**src/rtl/cfg_i2c_pkg.sv**
```systemverilog
package cfg_i2c_pkg;

  typedef enum logic [2:0] {
    ST_IDLE,
    ST_ADDR,
    ST_PTR,
    ST_WDATA,
    ST_ACK,
    ST_RDATA,
    ST_MACK
  } bus_st_e;

endpackage

```
**src/rtl/cfg_i2c_sync.sv**
```systemverilog
module cfg_i2c_sync #(
  parameter int STAGES = 2
) (
  input  logic clk,
  input  logic rst_n,
  input  logic scl_i,
  input  logic sda_i,
  output logic scl_q,
  output logic sda_q,
  output logic scl_rise,
  output logic scl_fall,
  output logic start_c,
  output logic stop_c
);

  localparam int NLINE = 2;

  logic [NLINE-1:0] raw;
  logic [NLINE-1:0] cur;
  logic [NLINE-1:0] prev;

  assign raw = {sda_i, scl_i};

  for (genvar l = 0; l < NLINE; l++) begin : g_line
    logic [STAGES-1:0] chain;
    always_ff @(posedge clk) begin
      if (!rst_n) begin
        chain   <= '1;
        prev[l] <= 1'b1;
      end else begin
        chain   <= {chain[STAGES-2:0], raw[l]};
        prev[l] <= chain[STAGES-1];
      end
    end
    assign cur[l] = chain[STAGES-1];
  end

  assign scl_q    = cur[0];
  assign sda_q    = cur[1];
  assign scl_rise = cur[0] & ~prev[0];
  assign scl_fall = ~cur[0] & prev[0];
  assign start_c  = cur[0] & prev[0] & prev[1] & ~cur[1];
  assign stop_c   = cur[0] & prev[0] & ~prev[1] & cur[1];

endmodule

```
**src/rtl/cfg_i2c_engine.sv**
```systemverilog
module cfg_i2c_engine
  import cfg_i2c_pkg::*;
#(
  parameter logic [6:0] DEV_ADDR = 7'h2A,
  parameter int         NREG     = 46
) (
  input  logic       clk,
  input  logic       rst_n,
  input  logic       scl_rise,
  input  logic       scl_fall,
  input  logic       sda_q,
  input  logic       start_c,
  input  logic       stop_c,
  input  logic [7:0] rd_data,
  output logic [7:0] rd_addr,
  output logic       wr_en,
  output logic [7:0] wr_addr,
  output logic [7:0] wr_data,
  output logic       txn_clr,
  output logic       sda_pd
);

  localparam logic [7:0] TOP   = 8'(NREG - 1);
  localparam logic [7:0] LIMIT = 8'(NREG);

  bus_st_e    st_q, after_q;
  logic [7:0] sh_q;
  logic [3:0] cnt_q;
  logic [7:0] ptr_q;
  logic       mack_q;
  logic       byte_done;

  assign byte_done = scl_fall && (cnt_q == 4'd8);
  assign txn_clr   = start_c | stop_c;
  assign rd_addr   = (ptr_q >= LIMIT) ? TOP : ptr_q;
  assign wr_addr   = ptr_q;
  assign wr_data   = sh_q;
  assign wr_en     = !txn_clr && (st_q == ST_WDATA) && byte_done && (ptr_q < LIMIT);

  always_ff @(posedge clk) begin
    if (!rst_n) begin
      st_q    <= ST_IDLE;
      after_q <= ST_IDLE;
      sh_q    <= '0;
      cnt_q   <= '0;
      ptr_q   <= '0;
      mack_q  <= 1'b0;
      sda_pd  <= 1'b0;
    end else if (start_c) begin
      st_q   <= ST_ADDR;
      cnt_q  <= '0;
      sda_pd <= 1'b0;
    end else if (stop_c) begin
      st_q   <= ST_IDLE;
      sda_pd <= 1'b0;
    end else begin
      unique case (st_q)
        ST_ADDR, ST_PTR, ST_WDATA: begin
          if (scl_rise && cnt_q < 4'd8) begin
            sh_q  <= {sh_q[6:0], sda_q};
            cnt_q <= cnt_q + 4'd1;
          end else if (byte_done) begin
            st_q <= ST_IDLE;
            if (st_q == ST_ADDR) begin
              if (sh_q[7:1] == DEV_ADDR) begin
                sda_pd  <= 1'b1;
                st_q    <= ST_ACK;
                after_q <= sh_q[0] ? ST_RDATA : ST_PTR;
              end
            end else if (st_q == ST_PTR) begin
              if (sh_q < LIMIT) begin
                ptr_q   <= sh_q;
                sda_pd  <= 1'b1;
                st_q    <= ST_ACK;
                after_q <= ST_WDATA;
              end
            end else if (ptr_q < LIMIT) begin
              ptr_q   <= ptr_q + 8'd1;
              sda_pd  <= 1'b1;
              st_q    <= ST_ACK;
              after_q <= ST_WDATA;
            end
          end
        end
        ST_ACK: begin
          if (scl_fall) begin
            cnt_q <= '0;
            st_q  <= after_q;
            if (after_q == ST_RDATA) begin
              sh_q   <= rd_data;
              sda_pd <= ~rd_data[7];
            end else begin
              sda_pd <= 1'b0;
            end
          end
        end
        ST_RDATA: begin
          if (scl_fall) begin
            if (cnt_q == 4'd7) begin
              sda_pd <= 1'b0;
              cnt_q  <= '0;
              st_q   <= ST_MACK;
              ptr_q  <= (ptr_q >= TOP) ? TOP : ptr_q + 8'd1;
            end else begin
              sh_q   <= {sh_q[6:0], 1'b0};
              sda_pd <= ~sh_q[6];
              cnt_q  <= cnt_q + 4'd1;
            end
          end
        end
        ST_MACK: begin
          if (scl_rise) begin
            mack_q <= ~sda_q;
          end else if (scl_fall) begin
            if (mack_q) begin
              sh_q   <= rd_data;
              sda_pd <= ~rd_data[7];
              cnt_q  <= '0;
              st_q   <= ST_RDATA;
            end else begin
              st_q <= ST_IDLE;
            end
          end
        end
        default: ;
      endcase
    end
  end

endmodule

```
**src/rtl/cfg_i2c_regbank.sv**
```systemverilog
module cfg_i2c_regbank #(
  parameter int NREG  = 46,
  parameter int GBASE = 4,
  parameter int GLEN  = 4
) (
  input  logic              clk,
  input  logic              rst_n,
  input  logic              wr_en,
  input  logic [7:0]        wr_addr,
  input  logic [7:0]        wr_data,
  input  logic              txn_clr,
  input  logic [7:0]        rd_addr,
  output logic [7:0]        rd_data,
  output logic [NREG*8-1:0] regs_o
);

  localparam int         GW    = $clog2(GLEN + 1);
  localparam logic [7:0] G_LO  = 8'(GBASE);
  localparam logic [7:0] G_END = 8'(GBASE + GLEN);

  logic [7:0]    bank [NREG];
  logic [7:0]    shadow [GLEN];
  logic [GW-1:0] gcnt_q;
  logic          in_grp;
  logic [7:0]    gidx;
  logic          commit;

  assign in_grp = (wr_addr >= G_LO) && (wr_addr < G_END);
  assign gidx   = wr_addr - G_LO;
  assign commit = wr_en && in_grp && (gidx == 8'(GLEN - 1)) && (gcnt_q == GW'(GLEN - 1));

  always_ff @(posedge clk) begin
    if (!rst_n || txn_clr) begin
      gcnt_q <= '0;
    end else if (wr_en && in_grp) begin
      if (gidx == 8'(gcnt_q)) begin
        shadow[gidx[GW-1:0]] <= wr_data;
        gcnt_q               <= commit ? '0 : gcnt_q + GW'(1);
      end else begin
        gcnt_q <= '0;
      end
    end
  end

  for (genvar i = 0; i < NREG; i++) begin : g_reg
    localparam logic [7:0] IDX = 8'(i);
    if (i >= GBASE && i < GBASE + GLEN) begin : g_grp
      always_ff @(posedge clk) begin
        if (!rst_n)
          bank[i] <= '0;
        else if (commit)
          bank[i] <= (i == GBASE + GLEN - 1) ? wr_data : shadow[i - GBASE];
      end
    end else begin : g_plain
      always_ff @(posedge clk) begin
        if (!rst_n)
          bank[i] <= '0;
        else if (wr_en && wr_addr == IDX)
          bank[i] <= wr_data;
      end
    end
    assign regs_o[i*8 +: 8] = bank[i];
  end

  assign rd_data = bank[rd_addr];

endmodule

```
**src/rtl/cfg_i2c_slave.sv**
```systemverilog
module cfg_i2c_slave #(
  parameter logic [6:0] DEV_ADDR = 7'h2A,
  parameter int         NREG     = 46,
  parameter int         GBASE    = 4,
  parameter int         GLEN     = 4
) (
  input  logic              clk,
  input  logic              rst_n,
  input  logic              scl_i,
  input  logic              sda_i,
  output logic              sda_pd,
  output logic [NREG*8-1:0] regs_o
);

  logic       scl_q, sda_q, scl_rise, scl_fall, start_c, stop_c;
  logic       wr_en, txn_clr;
  logic [7:0] wr_addr, wr_data, rd_addr, rd_data;

  cfg_i2c_sync #(.STAGES(2)) u_sync (
    .clk      (clk),
    .rst_n    (rst_n),
    .scl_i    (scl_i),
    .sda_i    (sda_i),
    .scl_q    (scl_q),
    .sda_q    (sda_q),
    .scl_rise (scl_rise),
    .scl_fall (scl_fall),
    .start_c  (start_c),
    .stop_c   (stop_c)
  );

  cfg_i2c_engine #(.DEV_ADDR(DEV_ADDR), .NREG(NREG)) u_eng (
    .clk      (clk),
    .rst_n    (rst_n),
    .scl_rise (scl_rise),
    .scl_fall (scl_fall),
    .sda_q    (sda_q),
    .start_c  (start_c),
    .stop_c   (stop_c),
    .rd_data  (rd_data),
    .rd_addr  (rd_addr),
    .wr_en    (wr_en),
    .wr_addr  (wr_addr),
    .wr_data  (wr_data),
    .txn_clr  (txn_clr),
    .sda_pd   (sda_pd)
  );

  cfg_i2c_regbank #(.NREG(NREG), .GBASE(GBASE), .GLEN(GLEN)) u_bank (
    .clk     (clk),
    .rst_n   (rst_n),
    .wr_en   (wr_en),
    .wr_addr (wr_addr),
    .wr_data (wr_data),
    .txn_clr (txn_clr),
    .rd_addr (rd_addr),
    .rd_data (rd_data),
    .regs_o  (regs_o)
  );

endmodule

```
**config.mk**
```make
export PLATFORM = sky130hd
export DESIGN_NAME = cfg_i2c_slave
export DESIGN_NICKNAME = d
export VERILOG_FILES = /design/src/rtl/cfg_i2c_pkg.sv /design/src/rtl/cfg_i2c_sync.sv /design/src/rtl/cfg_i2c_engine.sv /design/src/rtl/cfg_i2c_regbank.sv /design/src/rtl/cfg_i2c_slave.sv
export SDC_FILE = /design/constraint.sdc
export NUM_CORES = 1
export LEC_CHECK = 0
export ABC_AREA = 1
export BUFFER_PORTS_ARGS = -buffer_cell sky130_fd_sc_hd__buf_2
export CAP_MARGIN = 20
export CORE_UTILIZATION = 28
export CTS_CLUSTER_DIAMETER = 80
export DETAILED_ROUTE_END_ITERATION = 12
export PLACE_DENSITY = 0.53
export REMOVE_ABC_BUFFERS = 1
export SETUP_SLACK_MARGIN = 0.02
export SLEW_MARGIN = 20
export SYNTH_ARGS = -nofsm -noshare
export SYNTH_HDL_FRONTEND = slang
export SYNTH_SLANG_ARGS = --single-unit
```
**constraint.sdc**
```tcl
create_clock -name clk -period 4.5 [get_ports clk]
set_clock_uncertainty 0.2 [all_clocks]
set_input_delay 0.225 -clock clk [delete_from_list [all_inputs] [get_ports clk]]
set_output_delay 0.225 -clock clk [all_outputs]
set_load 0.02 [all_outputs]
```
After elaboration in Yosys (flattened, before gate mapping)
Memory sizes are Yosys's and may differ from the RTL's.
Cells that the tools add are included.

cells by class
  equality and inequality tests = 80
  mux-type cells = 247
  reductions and logical operators = 70
  order comparisons = 7
  bitwise gates (word level) = 64
  $add $sub $neg = 4

operators with widths
  kind                                                               number
  two-way mux 8 bit                                                  63
  two-way mux 1 bit                                                  150
  == test 8 x 5 -> 1 bit, second input constant                      16
  == test 8 x 6 -> 1 bit, second input constant                      14
  == test 8 x 4 -> 1 bit, second input constant                      8
  two-way mux 3 bit                                                  21
  logical AND 1 bit                                                  51
  bitwise OR 1 bit                                                   47
  one-hot mux 8 bit (4 select lines)                                 1
  AND reduction 8 bit                                                4
  two-way mux 4 bit                                                  7
  == test 8 x 2 -> 1 bit, second input constant                      3
  != test 4 x 1 -> 1 bit, second input constant                      6
  AND reduction 11 bit                                               2
  greater-or-equal comparator 8 x 6 -> 1 bit, second input constant  2
  < comparator 8 x 6 -> 1 bit, second input constant                 2
  != test 2 x 1 -> 1 bit, second input constant                      8
  one-hot mux 4 bit (4 select lines)                                 1
  one-hot mux 8 bit (2 select lines)                                 1
  == test 3 bit, second input constant                               4
  one-hot mux 3 bit (4 select lines)                                 1
  != test 2 bit, second input constant                               5
  NOT 1 bit                                                          10
  AND reduction 10 bit                                               1
  33 further kinds                                                   44

word-level totals
  memories = 2
  output and inout port bits = 369
  word-level logic and storage cells = 487
  memory bits (writable) = 400
  bits of input ports = 4
  register bits after elaboration = 37

memories
  memory         words  width  read ports  clocked after Yosys merged registers in  write ports  RTL line               RTL
  u_bank.bank    46     8      47          0                                        46           cfg_i2c_regbank.sv:21  logic [7:0] bank [NREG];
  u_bank.shadow  4      8      3           0                                        1            cfg_i2c_regbank.sv:22  logic [7:0] shadow [GLEN];

Depth between registers and ports, before layout
  depth in word-level cells = 15
  depth in mapped cells = 16
  gate-level depth less buffers = 15

Hierarchy
From an unflattened synthesis, not the netlist that was laid out.

second synthesis, totals
  cell total of the unflattened synthesis = 2265
  area, all modules = 20439.6 um2

modules (own cells, without submodules)
  module           seq. area each (um2)  cells an instance  times used  area an instance (um2)
  cfg_i2c_regbank  11831.3               1890               1           18154.9
  cfg_i2c_engine   560.5                 348                1           2085.8
  cfg_i2c_sync     120.1                 27                 1           198.9

Worst setup path after synthesis
Ideal clock, no wire load.

  kind = reg2reg
  start point = reg u_eng.ptr_q[0], in the netlist u_eng.wr_addr[0]
  end point = mem u_bank.bank[4][0], enable pin
  path slack = 1.319 ns
  cell stages (with the launch flop) = 11
  period minus slack after synthesis = 3.181 ns
  arrival time = 2.592 ns
  setup time = 0.389 ns
  buffers on the path = 2
  data required time = 3.911 ns
  path through = dfxtp_1 inv_2 clkbuf_1 clkbuf_1 ha_1 nand2_1 a21oi_1 nand3_1 nor2_1 nand2_1 nand2_1

RTL lines
  element                 RTL line               RTL
  from (decl)             cfg_i2c_engine.sv:29   logic [7:0] ptr_q;
  from (signal assigned)  cfg_i2c_engine.sv:72   ptr_q <= sh_q;
  from (signal assigned)  cfg_i2c_engine.sv:78   ptr_q <= ptr_q + 8'd1;
  from (signal assigned)  cfg_i2c_engine.sv:103  ptr_q <= (ptr_q >= TOP) ? TOP : ptr_q + 8'd1;
  to (decl)               cfg_i2c_regbank.sv:21

Worst setup path in the final report
  start point = reg u_eng.ptr_q[2], in the netlist u_eng.wr_addr[2]
  end point = mem u_bank.shadow[1][4], enable pin

between the ends
  longest elaborated chain between the ends = 6
  elaborated cells on any way between the ends = 12
  classes of those cells = add/sub (1); order compare (3); eq/ne (1); mux (4); reduce/logical (3)

RTL lines
  element                                                        RTL line                                      RTL
  subtractor 8 x 3 -> 8 bit (tied with other cells)              cfg_i2c_regbank.sv:29                         assign gidx = wr_addr - G_LO;
  == test 8 x 3 -> 1 bit (tied with other cells)                 cfg_i2c_regbank.sv:36                         if (gidx == 8'(gcnt_q)) begin
  two-way mux 1 bit / logical AND 1 bit (equally long branches)  cfg_i2c_regbank.sv:36, cfg_i2c_regbank.sv:35
  two-way mux 1 bit *                                            cfg_i2c_regbank.sv:35                         end else if (wr_en && in_grp) begin
  two-way mux 1 bit *                                            cfg_i2c_regbank.sv:33                         if (!rst_n || txn_clr) begin
  two-way mux 1 bit (not written as such) *                      cfg_i2c_regbank.sv:37                         shadow[gidx[GW-1:0]] <= wr_data;
  to (decl)                                                      cfg_i2c_regbank.sv:22

Mark *: on every way between the ends. The rest lies on a longest branch, timed or not.

==> run_results.csv <==
group,metric,value,unit
route,dr.first_iter.drc_count,2391,
setup_path,setup.worst_path.end,"u_bank.shadow[1][4]",
timing,finalCriticalPeriod,3.93,ns
timing,fin_ws,0.572,ns
pwr,leakagePower,10.0,nW
clock_network,cts_made_buffers,49,
die,ioPinCount,373,
setup_path,worstSetupEndpointType,"register",
route,topRoutingLayerUsed,"met4",
clock_network,clk_latency,0.61,ns
route,routed_wl,89100,microns
die,floorplan.core_area,0.0715,sq mm
setup_path,timing.critical_path.from_type,"register",
route,met3WireLength,7740,microns
timing,timing.final.setup_violations,0,
placement,placement.io_buffers,372,
timing,layout_worst_path_cycle_share,87.3,%
die,floorplan.die_area,0.0732,sq mm
placement,placedCellCount,3397,
grt,first_global_vias,17300,
timing,maxClockFrequency,255,MHz
die,placementRows,98,
setup_path,reg2reg_from,"u_eng.wr_addr[2]",
synthesis,synth-edff-count,392,
run_status,status,"completed",
setup_path,reg2reg_depth,13,
clock_network,path_clk_slew,0.06,ns
setup_path,critical_path.reg2reg.endpoint,"u_bank.shadow[1][4]",
pwr,power.share.sequential,38.0,%
grt,track_usage,23.6,%
clock_network,tritoncts,"built",
synthesis,synth.ff_latch_count,429,
route,detail-route-antenna-nets,0,
pwr,design_power_total,12.6,mW
route,routedLengthMet1,35800,microns
finish,antennaDiodeCount,0,
grt,grt_max_degree,183,
clock_network,cts.htree.levels,2,
die,start_util,28.3,%
pwr,switching_power,5.03,mW
finish,final_nets,2519,
clock_network,clock_sinks,429,
hold_path,hp-class,"input port to register",
grt,initial_antenna_violation_count,2,
run,drv_cap,0,
grt,wire_length_of_the_first_global_routing_pass,125000,microns
synthesis,yosysSeqAreaShare,61.9,%
die,die_ht,271,microns
synthesis,netlist_area,0.0202,sq mm
clock_network,clockRootBuffer,"sky130_fd_sc_hd__clkbuf_16",
pwr,netSwitchingFraction,39.7,%
setup_path,type_of_the_worst_setup_path,"register to register",
placement,place_congestion,0.941,
timing,rsz0062_at_grt,"no",
finish,final-instance-count-excl-fill,3489,
timing,slew_headroom,37.9,%
synthesis,synth-warning-count,0,
pwr,power_frac_clock,30.5,%
placement,detailed_place_hpwl,64100,microns
synthesis,syn_inst,2129,
placement,preCtsSetupSlack,0.611,ns
timing,fin_hold_ws,0.186,ns
pwr,cellInternalPower,7.62,mW
synthesis,post_synth_num_cell_types,43,
finish,syn2layout_area_growth,22.8,%
route,drt_drc_violations_left,0,
route,routed_via_density,5.22,
setup_path,source_of_the_critical_timing_path,"u_eng.wr_addr[2]",
pwr,max-vdd-ir-drop,0.000335,V
route,firstDrtPassIters,6,
setup_path,worst_ep_arrival_time,3.95,ns
setup_path,critical_path_required,4.52,ns
pwr,comb_power_share,31.4,%
route,wl_met2,42500,microns
timing,worst-slew-pin-transition,0.926,ns
pwr,power_per_cell_area,510,mW/mm^2
placement,place_area,0.0233,sq mm
grt,grt_overflow_total,0,
timing,timing_max_transition_violations_final,0,
synthesis,avgSynthCellArea,9.49,sq um
route,dr_vias,18200,
setup_path,regToRegSetupSlack,0.57,ns
clock_network,cts.path.max_buffers,3,
route,post_drt_wl_per_cell,25.5,microns
finish,stdcell_area,0.0248,sq mm
timing,final_hold_viols,0,
synthesis,async_reset_ff_share,0,%
setup_path,timing.critical_path.fanout_max,13,
finish,final_layout_size_suffix_gt1_share,22.2,%
synthesis,ys.flop_type,"sky130_fd_sc_hd__edfxtp_1",
die,die_outline_width,271,microns
==> flip-flops by register name (all words and copies together), names as in the netlist <==
register,flops
u_eng.st_q,3
u_eng.cnt_q,4
u_sync.prev,2
u_eng.sda_pd,1
u_bank.shadow,24
u_bank.gcnt_q,3
u_eng.wr_addr,8
u_sync.g_line.chain,4
u_eng.mack_q,1
u_eng.wr_data,8
u_eng.after_q,3
u_bank.bank,368
==> placed cells by master (no fill, tap or decap), types with 19 or more instances in the layout <==
master	n
sky130_fd_sc_hd__nor2_1	436
sky130_fd_sc_hd__buf_2	371
sky130_fd_sc_hd__dfxtp_1	37
sky130_fd_sc_hd__nand3_1	361
sky130_fd_sc_hd__inv_1	116
sky130_fd_sc_hd__o21ai_0	83
sky130_fd_sc_hd__nand2_1	406
sky130_fd_sc_hd__clkinv_1	19
sky130_fd_sc_hd__a21oi_1	42
sky130_fd_sc_hd__clkbuf_16	50
sky130_fd_sc_hd__edfxtp_1	392
sky130_fd_sc_hd__buf_4	70
==> worst max-delay path: stages, from the launching register on <==
cell and delay (ns):
sky130_fd_sc_hd__dfxtp_1 0.44, sky130_fd_sc_hd__ha_1 0.33, sky130_fd_sc_hd__nand2_1 0.10, sky130_fd_sc_hd__nor2_2 0.06, sky130_fd_sc_hd__nor2_4 0.40, sky130_fd_sc_hd__inv_2 0.12, sky130_fd_sc_hd__nor3_4 0.25, sky130_fd_sc_hd__inv_2 0.10
sky130_fd_sc_hd__nor2_2 0.09, sky130_fd_sc_hd__buf_4 0.20, sky130_fd_sc_hd__inv_2 0.14, sky130_fd_sc_hd__nor2_2 0.21, sky130_fd_sc_hd__nand3_1 0.17, sky130_fd_sc_hd__nor2_1 0.72
==> kinds of logic (layout without fill, tap and decap cells) <==
logic type / Yosys count / in the layout / share of synthesized area, %
adder cells (fa/ha/maj): 14 / 14 / 0.867
XOR/XNOR: 5 / 5 / 0.217
AO/OA/AOI/OAI: 152 / 152 / 4.08
flip-flops: 429 / 429 / 61.9
buffers and inverters: 260 / 670 / 5.44
AND/OR/NAND/NOR: 1269 / 1269 / 27.5
==> layout make-up <==
type                            count  area [sq um]
Clock buffer                       59          1290
Clock inverter                     30           209
Fill cell                        7361         46700
Inverter                          133           499
Multi-Input combinational cell   1440          6610
Sequential cell                   429         12500
Tap cell                          950          1190
Timing Repair Buffer              448          2490
==> power groups by stage <==
stage / registers, mW / clock network (mW) / logic [mW]
global route: 4.82 / 4.04 / 4.22
detailed placement: 4.88 / 0 / 3.90
finish: 4.81 / 3.86 / 3.98
CTS: 4.80 / 3.90 / 3.91
global placement: 4.89 / 0 / 3.91
floorplan: 4.92 / 0 / 2.03
==> metal layers <==
layer	vias to the layer above	global-route usage [%]
li1	7963	-
met1	9052	30.9
met2	1039	39.2
met3	150	4.16
met4	0	7.91
met5	-	0
==> synth_stat cells (8+ instances only) <==
cell / count / share of area (%)
sky130_fd_sc_hd__inv_2: 13 / 0.24
sky130_fd_sc_hd__nor3_1: 14 / 0.35
sky130_fd_sc_hd__or2_2: 9 / 0.28
sky130_fd_sc_hd__ha_1: 14 / 0.87
sky130_fd_sc_hd__buf_4: 15 / 0.56
sky130_fd_sc_hd__nand3_1: 362 / 9.0
sky130_fd_sc_hd__dfxtp_1: 37 / 3.7
sky130_fd_sc_hd__a21oi_1: 42 / 1.0
sky130_fd_sc_hd__o21ai_0: 83 / 2.1
sky130_fd_sc_hd__nand3_4: 10 / 0.87
sky130_fd_sc_hd__nand2_1: 406 / 7.5
sky130_fd_sc_hd__nand4_1: 8 / 0.25
sky130_fd_sc_hd__edfxtp_1: 392 / 58
sky130_fd_sc_hd__buf_2: 36 / 0.89
sky130_fd_sc_hd__clkbuf_1: 66 / 1.2
sky130_fd_sc_hd__o211ai_1: 9 / 0.33
sky130_fd_sc_hd__nor2_1: 436 / 8.1
sky130_fd_sc_hd__inv_1: 116 / 2.2
==> worst min path at each step <==
stage	startpoint	endpoint	slack (ns)	cells past startpoint
after floorplan	rst_n	u_sync.prev[0]	0.09	1
after global placement	u_sync.g_line[1].chain[0]	u_sync.g_line[1].chain[1]	0.20	1
after detailed placement	u_sync.g_line[1].chain[0]	u_sync.g_line[1].chain[1]	0.20	1
after CTS	sda_i	u_sync.g_line[1].chain[0]	0.19	3
after global routing	scl_i	u_sync.g_line[0].chain[0]	0.23	3
final	sda_i	u_sync.g_line[1].chain[0]	0.19	3
==> metrics by stage <==
| step | utilization, % | TNS [ns] |
|---|---|---|
| finish | 34.7 | 0 |
| detailed placement | 32.6 | 0 |
| floorplan | - | -10.12 |
| global route | 34.7 | 0 |
| CTS | 34.7 | 0 |
| global placement | 32.6 | 0 |
==> what timing repair did <==
item                      CTS  global route
hold buffers                3             0
hold endpoints to repair    7             0
gates resized for setup     0             0
buffers inserted            0             0
Note: power is estimated with default switching activity, not from simulation.
